===== src/rtl/cfg_bar_pkg.sv =====
`timescale 1ns/1ps
package cfg_bar_pkg;

    typedef struct packed {
        logic [31:0] word;
    } half_state_t;

    typedef struct packed {
        logic [31:0] data;
        logic        valid;
    } rsp_state_t;

    // Writable address bits of the 64-bit address for a given size.
    function automatic logic [63:0] addr_mask(input int size_log2, input bit is64);
        logic [63:0] m;
        for (int i = 0; i < 64; i++) begin
            m[i] = (i >= size_log2) && (is64 || (i < 32));
        end
        return m;
    endfunction

    // Read-only nibble of the low dword: {prefetch, 64-bit, 0, memory space}.
    function automatic logic [3:0] type_bits(input bit is64, input bit pf);
        return {pf, is64, 2'b00};
    endfunction

endpackage


===== src/rtl/bar_half_reg.sv =====
`timescale 1ns/1ps
module bar_half_reg #(
    parameter logic [31:0] KEEP = 32'hFFFF_FFFF
) (
    input  logic        clk,
    input  logic        rst_n,
    input  logic        wr_en,
    input  logic [31:0] wdata,
    output logic [31:0] word_q
);
    import cfg_bar_pkg::*;

    half_state_t s_d, s_q;

    always_comb begin
        s_d = s_q;
        if (wr_en) begin
            s_d.word = wdata & KEEP;
        end
    end

    always_ff @(posedge clk or negedge rst_n) begin
        if (!rst_n) begin
            s_q <= '0;
        end else begin
            s_q <= s_d;
        end
    end

    assign word_q = s_q.word;
endmodule


===== src/rtl/bar_rsp.sv =====
`timescale 1ns/1ps
module bar_rsp #(
    parameter logic [3:0] TYPE_NIB = 4'h0
) (
    input  logic        clk,
    input  logic        rst_n,
    input  logic        rd_en,
    input  logic        rd_hi,
    input  logic [31:0] lo_word,
    input  logic [31:0] hi_word,
    output logic [31:0] rd_data,
    output logic        rd_valid
);
    import cfg_bar_pkg::*;

    rsp_state_t s_d, s_q;

    always_comb begin
        s_d       = s_q;
        s_d.valid = rd_en;
        if (rd_en) begin
            // stored low bits are already zero, so the nibble can be ORed in
            s_d.data = rd_hi ? hi_word : (lo_word | {28'd0, TYPE_NIB});
        end
    end

    always_ff @(posedge clk or negedge rst_n) begin
        if (!rst_n) begin
            s_q <= '0;
        end else begin
            s_q <= s_d;
        end
    end

    assign rd_data  = s_q.data;
    assign rd_valid = s_q.valid;
endmodule


===== src/rtl/cfg_mem_bar.sv =====
`timescale 1ns/1ps
module cfg_mem_bar #(
    parameter int SIZE_LOG2 = 12,
    parameter bit IS_64     = 1'b1,
    parameter bit PREFETCH  = 1'b1
) (
    input  logic        clk,
    input  logic        rst_n,
    input  logic        req_valid,
    input  logic        req_write,
    input  logic        req_sel,
    input  logic [31:0] req_wdata,
    output logic [31:0] rd_data,
    output logic        rd_valid
);
    import cfg_bar_pkg::*;

    localparam logic [63:0] AMASK    = addr_mask(SIZE_LOG2, IS_64);
    localparam logic [31:0] LO_KEEP  = AMASK[31:0];
    localparam logic [31:0] HI_KEEP  = AMASK[63:32];
    localparam logic [3:0]  TYPE_NIB = type_bits(IS_64, PREFETCH);

    logic        wr_lo;
    logic        rd_en;
    logic [31:0] addr_lo_q;
    logic [31:0] addr_hi_q;

    assign wr_lo = req_valid & req_write & ~req_sel;
    assign rd_en = req_valid & ~req_write;

    bar_half_reg #(.KEEP(LO_KEEP)) i_lo (
        .clk    (clk),
        .rst_n  (rst_n),
        .wr_en  (wr_lo),
        .wdata  (req_wdata),
        .word_q (addr_lo_q)
    );

    generate
        if (IS_64) begin : g_hi
            logic wr_hi;
            assign wr_hi = req_valid & req_write & req_sel;
            bar_half_reg #(.KEEP(HI_KEEP)) i_hi (
                .clk    (clk),
                .rst_n  (rst_n),
                .wr_en  (wr_hi),
                .wdata  (req_wdata),
                .word_q (addr_hi_q)
            );
        end else begin : g_no_hi
            assign addr_hi_q = '0;
        end
    endgenerate

    bar_rsp #(.TYPE_NIB(TYPE_NIB)) i_rsp (
        .clk      (clk),
        .rst_n    (rst_n),
        .rd_en    (rd_en),
        .rd_hi    (req_sel),
        .lo_word  (addr_lo_q),
        .hi_word  (addr_hi_q),
        .rd_data  (rd_data),
        .rd_valid (rd_valid)
    );
endmodule


===== config.mk =====
export PLATFORM = sky130hd
export DESIGN_NAME = cfg_mem_bar
export DESIGN_NICKNAME = d
export VERILOG_FILES = /design/src/rtl/cfg_bar_pkg.sv /design/src/rtl/bar_half_reg.sv /design/src/rtl/bar_rsp.sv /design/src/rtl/cfg_mem_bar.sv
export SDC_FILE = /design/constraint.sdc
export NUM_CORES = 1
export LEC_CHECK = 0
export BUFFER_PORTS_ARGS = -buffer_cell sky130_fd_sc_hd__buf_2
export CORE_MARGIN = 5
export CORE_UTILIZATION = 45
export CTS_CLUSTER_DIAMETER = 150
export CTS_CLUSTER_SIZE = 28
export DETAILED_ROUTE_END_ITERATION = 6
export PLACE_DENSITY = 0.67
export SYNTH_ARGS = -nofsm -noshare
export SYNTH_HDL_FRONTEND = slang
export SYNTH_SLANG_ARGS = --single-unit

===== constraint.sdc =====
create_clock -name clk -period 1.5 [get_ports clk]
set_clock_uncertainty 0.15 [all_clocks]
set_input_delay 0.075 -clock clk [delete_from_list [all_inputs] [get_ports clk]]
set_output_delay 0.075 -clock clk [all_outputs]
set_load 0.01 [all_outputs]

==> qor.yml <==
synthesis:
  yosys_warnings: 0
  synth_cells: 227
  synthAdderAreaFrac: 0
  yosysSeqAreaShare: 0.5601
  synth-simple-area-share: 0.02273
  synth.distinct_cells: 15
  synth_top_family_by_area: "multiplexers"
  synth_compound_area_frac: 0
  yosys_register_bits: 85
  synth_nets: 264
  muxShareOfSynthArea: 0.3703
  avgSynthCellArea_um2: 16.73
  synth_xor_area_frac: 0
  netlist_area_um2: 3797
timing:
  fmax_mhz: 852.2
  period_needed_ns: 1.173
  timing.final.ws_setup_ns: 0.3266
  hold_violations: 0
  slew_headroom: 0.6861
  setup_viol: 0
  slew_violations: 0
  fin_setup_tns_ns: 0
  tightest_slew_ns: 0.4708
  rsz0062_at_grt: "no"
  min_period_over_period: 0.7823
cells_and_area:
  layout-drive-gt1-share: 0.5526
  antenna_cells: 0
  final_cell_mix: "dfrtp_1 (85), buf_2 (68), mux2_4 (66)"
  multi_input_area_um2: 1500
  regArea_um2: 2127
  postLayoutCoreUtil: 0.5849
  synthToLayoutAreaGrowth_pct: 26.56
  final_nets: 375
  fill_cells: 676
  fin_cells: 447
  mostFrequentLayoutCell: "dfrtp_1"
setup_path:
  crit_fanout: 2
  worstPathArrival_ns: 1.26
  start_kind: "flip-flop"
  cpMostUsedCell: "mux2_4"
  crit_buf_inv: 0
  critPathMaxStageDelay_ns: 0.39
  path_class: "reg -> reg"
  cpLargestDelayFamily: "multiplexers"
  crit_slowest_cell: "dfrtp_1"
  worstSetupEndpointType: "flip-flop"
  path_cells: "mux2_4, mux2_4"
  cp-startpoint: "i_lo.word_q[22]"
  r2r-start: "i_lo.word_q[22]"
  cp.required_ns: 1.59
hold_path:
  hp-class: "in -> reg"
  min_from: "req_write"
cts:
  cts_buffer_depth: 2
  clkTransAtPathRegs_ns: 0.08
  post-cts-setup-buffers: 0
  root_buffer: "clkbuf_8"
  clock_sinks: 85
  numCtsBuffers: 9
  clk_latency_ns: 0.34
  ctsHtreeMaxLevel: 3
  cts_tree: "yes"
outcome:
  status: "finished, final reports clean"
global_routing:
  first_global_vias: 2271
  overflow: 0
  grt_use_total: 0.1422
  antenna_found_initial: 0
  grt_pass1_wl_mm: 11.34
  grt_start_max_net_pins: 86
die:
  die-area_um2: 10380
  die_x_um: 101.9
  coreArea_um2: 8217
  row_count: 33
  start_util: 0.4622
  ios: 70
  die_h_um: 101.9
place:
  dp_hpwl_mm: 4.565
  dp.cells: 399
  place_congestion: 0.7351
  numPortBuffers: 69
  pre_cts_ws_ns: 0.1236
detailed_routing:
  avgViaCountPerCell: 4.752
  drt-pass1-iter-count: 4
  drt-initial-drc-count: 45
  vias: 2124
  routed_wl_mm: 6.871
  drc: 0
  ant_nets: 0
  wl_per_cell_um: 15.37
power:
  p_per_area_nw_per_um2: 1286
  power_leakage_nw: 2.406
  vdd_drop_max_v: 0.0006614
run:
  cap_violations: 0
==> worst min-delay path, delay by kind of cell <==
family	cells	cell delay, ns
buffers and inverters	2	0.32
AND/OR/NAND/NOR	1	0.09
==> cell type report <==
| type | count | share of cell area |
|---|---|---|
| Inverter | 10 | 0.007810 |
| Multi-Input combinational cell | 119 | 0.3122 |
| Tap cell | 105 | 0.02734 |
| Clock inverter | 4 | 0.009893 |
| Timing Repair Buffer | 113 | 0.1687 |
| Sequential cell | 85 | 0.4426 |
| Clock buffer | 11 | 0.03150 |
==> per-layer routing <==
| metal | wire length, µm | GRT usage |
|---|---|---|
| met1 | 3131 | 0.1957 |
| met2 | 3297 | 0.2193 |
| met3 | 381 | 0.04096 |
| met4 | 60 | 0.04541 |
| met5 | 0 | 0 |
==> metrics by stage <==
| step | total power, mW | cell area (µm²) | hold WS, ns |
|---|---|---|---|
| final | 6.179 | 4806 | 0.03751 |
| after global routing | 6.525 | 4806 | 0.02182 |
| after CTS | 6.261 | 4806 | 0.03534 |
| after detailed placement | 4.565 | 4277 | -0.0009084 |
| after global placement | 4.516 | 4277 | -0.0007582 |
| after floorplan | 4.054 | 3797 | -0.3706 |
==> registers in the layout, summed over array words and instances, names as in the netlist <==
| name | count |
|---|---|
| g_hi.i_hi.word_q | 32 |
| i_rsp.rd_data | 32 |
| i_lo.word_q | 20 |
| i_rsp.rd_valid | 1 |
==> cells by family after synthesis <==
| group | count (synthesis) |
|---|---|
| multiplexers | 104 |
| flip-flops | 85 |
| buffers and inverters | 23 |
| AND/OR/NAND/NOR | 15 |
==> power by group <==
| part | switching (mW) | total (mW) | internal, mW |
|---|---|---|---|
| clock network | 0.771 | 1.62 | 0.846 |
| logic | 0.531 | 1.51 | 0.978 |
| registers | 0.268 | 3.05 | 2.78 |
| total | 1.57 | 6.18 | 4.61 |
==> cell usage after synthesis, drive strengths merged <==
cell type	number	area share
mux2	94	0.34
dfrtp	85	0.56
buf	13	0.037
inv	10	0.0099
mux2i	10	0.026
nand2	10	0.0099
nand2b	2	0.0033
nand3	1	0.0026
nand3b	1	0.0053
nor2b	1	0.0016
==> final timing paths <==
kind,end,slack (ns),depth (start not counted)
min,i_rsp.rd_valid,0.04,3
max reg2reg,i_rsp.rd_data[22],0.33,2
max,i_rsp.rd_data[22],0.33,2
min reg2reg,i_lo.word_q[31],0.34,1
max in group asynchronous,g_hi.i_hi.word_q[31],0.69,3
min in group asynchronous,i_rsp.rd_data[27],0.12,3
==> repair_timing <==
item / in CTS / in global routing
hold buffers: 33 / 0
hold endpoints to repair: 137 / 0
gates resized for setup: 0 / 0
Note: power is estimated with default switching activity, not from simulation.
